===== src/rtl/ssm_pkg.sv =====
// Package: shared encodings and magnitude-code limits for the spread controller.
// Assumes magnitude codes count 0.25 % units (1/400 of the nominal word).
package ssm_pkg;

    localparam int unsigned CODE_W     = 5;
    localparam int unsigned GRID_DEN   = 400;
    localparam int unsigned CENTER_MIN = 1;
    localparam int unsigned CENTER_MAX = 10;
    localparam int unsigned DOWN_MIN   = 2;
    localparam int unsigned DOWN_MAX   = 20;

    typedef enum logic {
        SHAPE_CENTER = 1'b0,
        SHAPE_DOWN   = 1'b1
    } spread_shape_e;

    // Limit a magnitude code to the legal range of the selected shape.
    function automatic logic [CODE_W-1:0] clamp_code(input logic down,
                                                     input logic [CODE_W-1:0] code);
        logic [CODE_W-1:0] lo;
        logic [CODE_W-1:0] hi;
        lo = down ? CODE_W'(DOWN_MIN) : CODE_W'(CENTER_MIN);
        hi = down ? CODE_W'(DOWN_MAX) : CODE_W'(CENTER_MAX);
        if (code < lo)      return lo;
        else if (code > hi) return hi;
        else                return code;
    endfunction

endpackage


===== src/rtl/ssm_tick_gen.sv =====
// Module: update-tick divider. Emits a one-cycle tick every DIV clocks, with DIV
// chosen so that 2*HALF_STEPS ticks come as close as possible to one modulation period.
// Assumes DIV evaluates to at least 2.
module ssm_tick_gen #(
    parameter int unsigned CLK_HZ     = 50_000_000,
    parameter int unsigned MOD_HZ     = 31_500,
    parameter int unsigned HALF_STEPS = 32
) (
    input  logic clk,
    input  logic rst_n,
    output logic tick_o
);
    localparam int unsigned DIV   = (CLK_HZ + MOD_HZ * HALF_STEPS) / (MOD_HZ * 2 * HALF_STEPS);
    localparam int unsigned CNT_W = $clog2(DIV);

    logic [CNT_W-1:0] cnt_q;

    assign tick_o = (cnt_q == CNT_W'(DIV - 1));

    // Free-running divide counter, wrapping at the tick.
    always_ff @(posedge clk) begin
        if (!rst_n)      cnt_q <= '0;
        else if (tick_o) cnt_q <= '0;
        else             cnt_q <= cnt_q + 1'b1;
    end
endmodule


===== src/rtl/ssm_step_calc.sv =====
// Module: per-tick step size. Clamps the magnitude code for the selected shape
// and scales the nominal word by code/400. Center mode doubles the step because
// it covers twice the span in the same half period.
// Assumes the constant divisor GRID_DEN*HALF_STEPS; the logic is purely combinational.
module ssm_step_calc
    import ssm_pkg::*;
#(
    parameter int unsigned WORD_W     = 32,
    parameter int unsigned HALF_STEPS = 32
) (
    input  logic              mode_down_i,
    input  logic [CODE_W-1:0] code_i,
    input  logic [WORD_W-1:0] nom_i,
    output logic [WORD_W-1:0] step_o
);
    localparam int unsigned PW  = WORD_W + CODE_W + 1;
    localparam int unsigned DEN = GRID_DEN * HALF_STEPS;

    logic [CODE_W-1:0] code_c;
    logic [PW-1:0]     prod;
    logic [PW-1:0]     scaled;
    logic [PW-1:0]     quot;

    // Clamp the code, scale the nominal word by it and divide down to one tick's step.
    always_comb begin
        code_c = clamp_code(mode_down_i, code_i);
        prod   = PW'(nom_i) * PW'(code_c);
        scaled = mode_down_i ? prod : (prod << 1);
        quot   = scaled / PW'(DEN);
        step_o = quot[WORD_W-1:0];
    end
endmodule


===== src/rtl/ssm_tri_acc.sv =====
// Module: triangle accumulator. Adds or subtracts the step on each tick, with the
// direction taken from the phase within the period. Shape and step are taken only
// at phase 0, the zero crossing. While not running it holds phase and offset at zero.
// Assumes HALF_STEPS is even and at least 2.
module ssm_tri_acc #(
    parameter int unsigned WORD_W     = 32,
    parameter int unsigned HALF_STEPS = 32
) (
    input  logic                     clk,
    input  logic                     rst_n,
    input  logic                     tick_i,
    input  logic                     run_i,
    input  logic                     mode_down_i,
    input  logic [WORD_W-1:0]        step_i,
    output logic                     at_zero_o,
    output logic signed [WORD_W:0]   acc_next_o,
    output logic                     active_o,
    output logic                     mode_down_o,
    output logic [WORD_W-1:0]        step_o
);
    localparam int unsigned PERIOD = 2 * HALF_STEPS;
    localparam int unsigned QW     = $clog2(PERIOD);
    localparam int unsigned Q1     = HALF_STEPS / 2;
    localparam int unsigned Q3     = (3 * HALF_STEPS) / 2;

    logic [QW-1:0]          phase_q;
    logic signed [WORD_W:0] acc_q;
    logic                   mode_q;
    logic [WORD_W-1:0]      step_q;
    logic                   active_q;
    logic                   mode_use;
    logic [WORD_W-1:0]      step_use;
    logic                   rising;
    logic signed [WORD_W:0] step_s;

    assign at_zero_o   = (phase_q == '0);
    assign active_o    = active_q;
    assign mode_down_o = mode_q;
    assign step_o      = step_q;

    // Choose the settings in force and the slope direction for this tick.
    always_comb begin
        mode_use = at_zero_o ? mode_down_i : mode_q;
        step_use = at_zero_o ? step_i      : step_q;
        if (mode_use) rising = (phase_q >= QW'(HALF_STEPS));
        else          rising = (phase_q < QW'(Q1)) || (phase_q >= QW'(Q3));
        step_s     = $signed({1'b0, step_use});
        acc_next_o = rising ? (acc_q + step_s) : (acc_q - step_s);
    end

    // Advance the phase and the offset on each tick, or park both at zero.
    always_ff @(posedge clk) begin
        if (!rst_n) begin
            phase_q  <= '0;
            acc_q    <= '0;
            mode_q   <= 1'b0;
            step_q   <= '0;
            active_q <= 1'b0;
        end else if (tick_i) begin
            if (run_i) begin
                phase_q  <= (phase_q == QW'(PERIOD - 1)) ? '0 : phase_q + 1'b1;
                acc_q    <= acc_next_o;
                active_q <= 1'b1;
                if (at_zero_o) begin
                    mode_q <= mode_down_i;
                    step_q <= step_i;
                end
            end else begin
                phase_q  <= '0;
                acc_q    <= '0;
                active_q <= 1'b0;
            end
        end
    end
endmodule


===== src/rtl/ssm_modulator.sv =====
// Module: top of the spread-spectrum profile controller. Ties together the tick
// divider, step calculation and triangle accumulator, and registers
// nominal + offset on each tick with a matching update strobe.
// Assumes nom_word_i has headroom for +2.5 % (no wrap on the top peak).
module ssm_modulator
    import ssm_pkg::*;
#(
    parameter int unsigned WORD_W     = 32,
    parameter int unsigned CLK_HZ     = 50_000_000,
    parameter int unsigned MOD_HZ     = 31_500,
    parameter int unsigned HALF_STEPS = 32
) (
    input  logic              clk,
    input  logic              rst_n,
    input  logic [WORD_W-1:0] nom_word_i,
    input  logic              mode_down_i,
    input  logic [CODE_W-1:0] spread_code_i,
    input  logic              spread_en_n_i,
    output logic [WORD_W-1:0] mod_word_o,
    output logic              upd_o
);
    logic                   tick;
    logic [WORD_W-1:0]      step_w;
    logic                   at_zero;
    logic signed [WORD_W:0] acc_next;
    logic                   active_q;
    logic                   mode_q;
    logic [WORD_W-1:0]      step_q;
    logic [WORD_W-1:0]      nom_q;
    logic [WORD_W-1:0]      nom_use;
    logic [WORD_W+1:0]      sum;
    logic                   run;

    assign run = ~spread_en_n_i;

    ssm_tick_gen #(
        .CLK_HZ(CLK_HZ), .MOD_HZ(MOD_HZ), .HALF_STEPS(HALF_STEPS)
    ) u_tick (
        .clk(clk), .rst_n(rst_n), .tick_o(tick)
    );

    ssm_step_calc #(
        .WORD_W(WORD_W), .HALF_STEPS(HALF_STEPS)
    ) u_step (
        .mode_down_i(mode_down_i), .code_i(spread_code_i),
        .nom_i(nom_word_i), .step_o(step_w)
    );

    ssm_tri_acc #(
        .WORD_W(WORD_W), .HALF_STEPS(HALF_STEPS)
    ) u_acc (
        .clk(clk), .rst_n(rst_n), .tick_i(tick), .run_i(run),
        .mode_down_i(mode_down_i), .step_i(step_w),
        .at_zero_o(at_zero), .acc_next_o(acc_next), .active_o(active_q),
        .mode_down_o(mode_q), .step_o(step_q)
    );

    // Nominal word in force this tick and the offset added to it.
    always_comb begin
        nom_use = at_zero ? nom_word_i : nom_q;
        sum     = {2'b00, nom_use} + {acc_next[WORD_W], acc_next};
    end

    // Register the output word, the nominal word in force and the update strobe.
    always_ff @(posedge clk) begin
        if (!rst_n) begin
            mod_word_o <= '0;
            nom_q      <= '0;
            upd_o      <= 1'b0;
        end else begin
            upd_o <= tick;
            if (tick) begin
                if (run) begin
                    mod_word_o <= sum[WORD_W-1:0];
                    if (at_zero) nom_q <= nom_word_i;
                end else begin
                    mod_word_o <= nom_word_i;
                    nom_q      <= nom_word_i;
                end
            end
        end
    end
endmodule


===== config.mk =====
export PLATFORM = sky130hd
export DESIGN_NAME = ssm_modulator
export DESIGN_NICKNAME = d
export VERILOG_FILES = /design/src/rtl/ssm_pkg.sv /design/src/rtl/ssm_tick_gen.sv /design/src/rtl/ssm_step_calc.sv /design/src/rtl/ssm_tri_acc.sv /design/src/rtl/ssm_modulator.sv
export SDC_FILE = /design/constraint.sdc
export NUM_CORES = 1
export LEC_CHECK = 0
export CAP_MARGIN = 20
export CORE_MARGIN = 4
export CORE_UTILIZATION = 45
export CTS_CLUSTER_SIZE = 16
export DETAILED_ROUTE_END_ITERATION = 8
export PLACE_DENSITY_LB_ADDON = 0.05
export SETUP_SLACK_MARGIN = 0.3
export SLEW_MARGIN = 20
export SYNTH_ARGS = -nofsm -noshare
export SYNTH_HDL_FRONTEND = slang
export SYNTH_SLANG_ARGS = --single-unit

===== constraint.sdc =====
create_clock -name clk -period 36.3 [get_ports clk]
set_clock_uncertainty 0.05 [all_clocks]
set_input_delay 7.26 -clock clk [delete_from_list [all_inputs] [get_ports clk]]
set_output_delay 7.26 -clock clk [all_outputs]
set_load 0.03 [all_outputs]

* Word-level counts from Yosys, hierarchy flattened
Cells that the tools add are included.
** Word-level totals
- Register bits :: 142
- Input bits :: 41
- Output and inout port bits :: 33
- Word-level logic and storage cells :: 43
** Operators by class
- $add $sub $neg :: 5
- Multiply operators :: 1
- Divide/modulo/power cells :: 1
- Order comparisons :: 5
- Eq/ne operators :: 2
- Multiplexer cells :: 15
- Bitwise logic cells :: 2
- Reduce and logical (&&, ||, !) cells :: 4
** Operators with widths (number)
- $mux W32 :: 4
- $mux W33 :: 2
- $div A38 B14 Y38 const B :: 1
- $mux W38 :: 1
- $mul A32 B5 Y37 :: 1
- $add A33 B33 Y33 :: 1
- $sub A33 B33 Y33 :: 1
- $add A32 B32 Y32 :: 1
- $mux W5 :: 3
- $ge A6 B6 Y1 const B :: 2
- $mux W6 :: 2
- $add A6 B1 Y6 const B :: 1
- $eq A6 B6 Y1 const B :: 1
- $logic_not A6 Y1 :: 1
- $lt A6 B5 Y1 const B :: 1
- $add A5 B1 Y5 const B :: 1
- $eq A5 B5 Y1 const B :: 1
- $gt A5 B5 Y1 :: 1
- $lt A5 B5 Y1 :: 1
- $mux W1 :: 2
- $mux W2 :: 1
- $not A1 Y1 :: 2
- $reduce_and A2 Y1 :: 1
- $reduce_or A2 Y1 :: 1
- $logic_or A1 B1 Y1 :: 1

* Logic depth before layout (Yosys ltp)
- Depth in word-level cells :: 12
- Mapped depth :: 136
- Gate-level depth less buffers :: 117

* Modules after synthesis
A second synthesis with hierarchy kept.
** Second synthesis, totals
- Cells, all modules :: 2895
- Area total of the unflattened synthesis :: 22766.8 µm²
** By module, submodules not included
- ssm_step_calc :: instances 1, cells each 1560, area each 11906.4 µm², seq. area each 0.0 µm²
- ssm_tri_acc :: instances 1, cells each 728, area each 5824.3 µm², seq. area each 1461.4 µm²
- ssm_modulator :: instances 1, cells each 584, area each 4762.1 µm², seq. area each 1301.2 µm²
- ssm_tick_gen :: instances 1, cells each 23, area each 274.0 µm², seq. area each 100.1 µm²

* Worst setup path before layout
Ideal clock, no wire load.
- Kind :: in2reg
- Start point :: input port mode_down_i
- End point :: register mod_word_o[31]
- Library setup time :: 0.117 ns
- Arrival time :: 32.812 ns
- Data required time :: 36.133 ns
- Setup slack :: 3.321 ns
- Stages :: 125
- Path buffers :: 12
- Cell sequence :: inv_1 -> buf_4 -> buf_2 -> buf_1 -> buf_4 -> ha_1 -> nor2b_1 -> o21a_1 -> o21a_1 -> o21ai_0 -> nand2_1 -> a21oi_1 -> clkbuf_1 -> nand2_1 -> fa_1 -> fa_1 -> fa_1 -> inv_1 -> (+89 left out) -> a21oi_1 -> o21bai_1 -> a21oi_1 -> o21bai_1 -> a21oi_1 -> o21bai_1 -> a21oi_1 -> nor2b_1 -> o21ai_0 -> nand2b_1 -> a21o_1 -> a21o_1 -> a21o_1 -> a21oi_1 -> xnor2_1 -> xnor2_1 -> xnor2_1 -> a22o_1
** Between the ends
- Longest elaborated chain between the ends :: 12
- Elaborated cells on any way between the ends :: 17
- Classes of those cells :: 3 x add/sub; 1 x mul; 1 x div; 2 x order compare; 10 x mux
** RTL lines
- start: declaration :: RTL line ssm_modulator.sv:16 : input logic mode_down_i,
- $mux W5 :: RTL line ssm_pkg.sv:23 : hi = down ? CODE_W'(DOWN_MAX) : CODE_W'(CENTER_MAX);
- $gt A5 B5 Y1 :: RTL line ssm_pkg.sv:25 : else if (code > hi) return hi;
- $mux W5 :: RTL line ssm_pkg.sv:25
- $mux W5 :: RTL line ssm_pkg.sv:24 : if (code < lo) return lo;
- $mul A32 B5 Y37 :: RTL line ssm_step_calc.sv:27 : prod = PW'(nom_i) * PW'(code_c);
- $mux W38 :: RTL line ssm_step_calc.sv:28 : scaled = mode_down_i ? prod : (prod << 1);
- $div A38 B14 Y38 :: RTL line ssm_step_calc.sv:29 : quot = scaled / PW'(DEN);
- $mux W32 :: RTL line ssm_tri_acc.sv:44 : step_use = at_zero_o ? step_i : step_q;
- $sub A33 B33 Y33 or $add A33 B33 Y33 (tied branches) :: RTL line ssm_tri_acc.sv:48 : acc_next_o = rising ? (acc_q + step_s) : (acc_q - step_s);
- $mux W33 * :: RTL line ssm_tri_acc.sv:48
- $add A32 B32 Y32 * :: RTL line ssm_modulator.sv:61 : sum = {2'b00, nom_use} + {acc_next[WORD_W], acc_next};
- $mux W32 * :: RTL line ssm_modulator.sv:73 : if (run) begin
- end signal: assignment :: RTL line ssm_modulator.sv:74 : mod_word_o <= sum[WORD_W-1:0];
- end signal: assignment :: RTL line ssm_modulator.sv:77 : mod_word_o <= nom_word_i;
- end: declaration :: RTL line ssm_modulator.sv:19 : output logic [WORD_W-1:0] mod_word_o,
Every way passes the cells marked *; elsewhere a longest branch is shown, timed or not.
A chain may end at the register's enable or synchronous reset.

* Final worst setup path
- Start point :: input port spread_code_i[2]
- End point :: register mod_word_o[31]
** Between the ends
- Longest elaborated chain between the ends :: 11
- Elaborated cells on any way between the ends :: 13
- Classes of those cells :: 3 x add/sub; 1 x mul; 1 x div; 2 x order compare; 6 x mux
** RTL lines
- start: declaration :: RTL line ssm_modulator.sv:17 : input logic [CODE_W-1:0] spread_code_i,
- $gt A5 B5 Y1 :: RTL line ssm_pkg.sv:25
- $mux W5 :: RTL line ssm_pkg.sv:25
- $mux W5 * :: RTL line ssm_pkg.sv:24
- $mul A32 B5 Y37 * :: RTL line ssm_step_calc.sv:27
- $mux W38 * :: RTL line ssm_step_calc.sv:28
- $div A38 B14 Y38 * :: RTL line ssm_step_calc.sv:29
- $mux W32 * :: RTL line ssm_tri_acc.sv:44
- $sub A33 B33 Y33 or $add A33 B33 Y33 (tied branches) :: RTL line ssm_tri_acc.sv:48
- $mux W33 * :: RTL line ssm_tri_acc.sv:48
- $add A32 B32 Y32 * :: RTL line ssm_modulator.sv:61
- $mux W32 * :: RTL line ssm_modulator.sv:73
Marked as above.

==> run summary <==
Max-cap viol count: 0
Hold Path Class: flop to flop
Die area: 49,700 um^2
Final Util: 0.517
Synth warn: 0
Crit. path cell count: 120
Status: complete, no violations
Clk_lat worst skew: 0.47 ns
Residual overflow from global routing: 0
Area share of xor/xnor cells in the synthesized design: 0.0605
Compound-Gate Fraction of Synth Area: 0.320
Slew @ Worst Pin: 1.34 ns
CP most frequent cell: a21oi_1
Routed vias/inst: 6.04
Worst Path Max Fanout: 32
DPL Wire Length: 50,200 um
Max Clk Rate: 29.2 MHz
Arr. time, crit path: 34.61 ns
Worst hold slack: 0.402 ns
Leading post-synthesis cells by cell area: dfxtp_1, fa_1, nand2_1, ha_1, a21oi_1
Htree depth: 4
Iter 0 DRT Violations: 1,353
Starting Density: 0.457
R2R depth: 46
CP Data Required Time: 36.60 ns
Final worst-path cycle share: 0.945
Area Growth Syn to Fin: 13.2%
Antenna Nets Post-Route: 0
Largest net degree at the start of global routing: 70
CTS Buffer Depth: 2
CTS buffer count: 17
Crit path max-delay family: compound AO/OA/AOI/OAI gates
Async SR Flop Fraction: 0
Die Width: 223 um
Final #Nets: 3,035
Worst reg2reg startpoint: u_acc.phase_q[0]
Max incr delay on CP: 0.54 ns
CTS tree: done
Crit path buf inv count: 10
Final wirelength: 65,800 um
Share of layout cells above drive strength 1: 0.112
Antenna diodes: 0
Placed Area: 22,000 um^2
# port buffers: 73
Synthesized area per cell: 7.54 um^2
Most frequent cells after synthesis: nand2_1, a21oi_1, inv_1
Clock sinks: 141
CP Launch Type: input port
Fin area: 23,500 um^2
Synthesized area: 20,800 um^2
Synth top area share: 0.136
Gate Count Post-Synth: 2,754
Worst slew margin: 0.0970
Endpoints failing hold: 0
Synth cell types: 130
Post-synth top flop: dfxtp_1
Initial antenna violation count: 0
Final Wtd Congestion: 0.911
Total I/O pin count: 74
First-pass GRT wire length: 105,000 um
Clock tree root buffer cell: clkbuf_16
Mux share of post-synthesis cell area: 0.0281
Min Clock Period, post-route: 34.30 ns
Synth area leader: dfxtp_1
Most common cell in the netlist: nand2_1
Hold_sp: mod_word_o[17]
Crit-path slowest cell: clkdlybuf4s50_1
Remaining routing DRC violations: 0
Final setup fails: 0
Post-synth EDFFs: 0
CP Launch Point: spread_code_i[2]
Final Slew Violations: 0
Via Count: 20,500
Worst Hold Depth: 2
Core area: 45,500 um^2
Sequential element share of the synthesized area: 0.136
# rows: 78
Adder-Cell Fraction of Synth Area: 0.164
Post-Synth Simple-Gate Area: 0.235
Syn Nets: 3,009
Main combinational cell family by area after synthesis: compound AO/OA/AOI/OAI gates
Crit Path Class: input port to flop
Drt pass-1 iters: 5
Avg WL per Cell: 19.4 um
Setup_tns: 0 ns
Vias in the first global route: 19,900
Critical path capture point type: flop
#FFs+latches synth: 141
All-Layer GR Usage: 0.253
Die H: 223 um
Clock-pin slew on the worst setup and hold paths: 0.07 ns
RSZ-0062 raised after global routing: no
[cell usage in the layout (no fill, tap or decap), types with 14 or more instances in the layout]
cell type and count:
mux2i_1 30, or3_1 17, xor2_1 38, ha_1 122
nand4_1 23, a22oi_1 24, and3_1 35, clkbuf_16 17
and2_1 105, o21a_1 20, clkdlybuf4s50_1 70, dfxtp_1 141
o211a_1 41, o21bai_1 46, nand2b_1 16, xnor2_1 93
o211ai_1 35, o31ai_1 17, buf_4 62, fa_1 92
a211oi_1 28, a31oi_1 22, o21ai_1 34, nor3_1 49
o22ai_1 14, inv_1 154, o21ai_0 99, a21boi_0 40
mux2_2 17, a22o_1 19, a21oi_2 18, nand2_1 406
nand3_1 42, nor2b_1 60, a21o_1 27, a21oi_1 215
nor2_1 148
[through the flow]
step / setup WS (ns) / std cells
floorplan: 3.32 / 2754
global placement: 0.518 / 3335
detailed placement: 0.329 / 3335
CTS: 0.752 / 3367
global route: 0.203 / 3393
finish: 2.00 / 3393
[state kept, by name, indices dropped and copies added, names as in the netlist]
name,flops
u_acc.phase_q,6
u_acc.step_o,32
upd_o,1
u_acc.mode_down_o,1
u_tick.cnt_q,5
nom_q,32
mod_word_o,32
u_acc.acc_q,32
[final cells by class]
cell class	instances	area [um^2]
clock buffers	19	453
clock inverters	13	155
fillers	4463	22000
inverters	155	582
multi-input cells	2329	17600
flip-flops and latches	141	2820
well taps	600	751
repair buffers	136	1190
[path summary, 6_finish.rpt]
check                                       to  slack (ns)
worst max register to register  mod_word_o[31]       26.87
worst min-delay path            mod_word_o[17]        0.40
worst min register to register  mod_word_o[17]        0.40
worst max-delay path            mod_word_o[31]        2.00
[per-layer routing]
metal	GRT usage	wire length [um]	vias to the layer above
met3	0.0258	2210	67
li1	-	-	10000
met5	0	0	-
met2	0.418	30400	469
met4	0.0557	866	0
met1	0.359	32300	9926
[worst min-delay path: stages, from the launching register on]
cell     delay [ns]
dfxtp_1        0.32
nand2_1        0.04
o21ai_0        0.05
[timing repair]
item,CTS,global route
hold buffers,0,0
gates resized for setup,0,124
endpoints found under the setup margin,0,18
buffers inserted,0,24
[kinds of logic after synthesis]
kind of cell             Yosys count
AO/OA/AOI/OAI                    918
XOR/XNOR                         138
adder cells (fa/ha/maj)          217
buffers and inverters            286
flip-flops                       141
multiplexers                      54
AND/OR/NAND/NOR                 1000
Power is not shown: default switching activity piles up to over one toggle a cycle in this logic, so the estimate is an artifact.
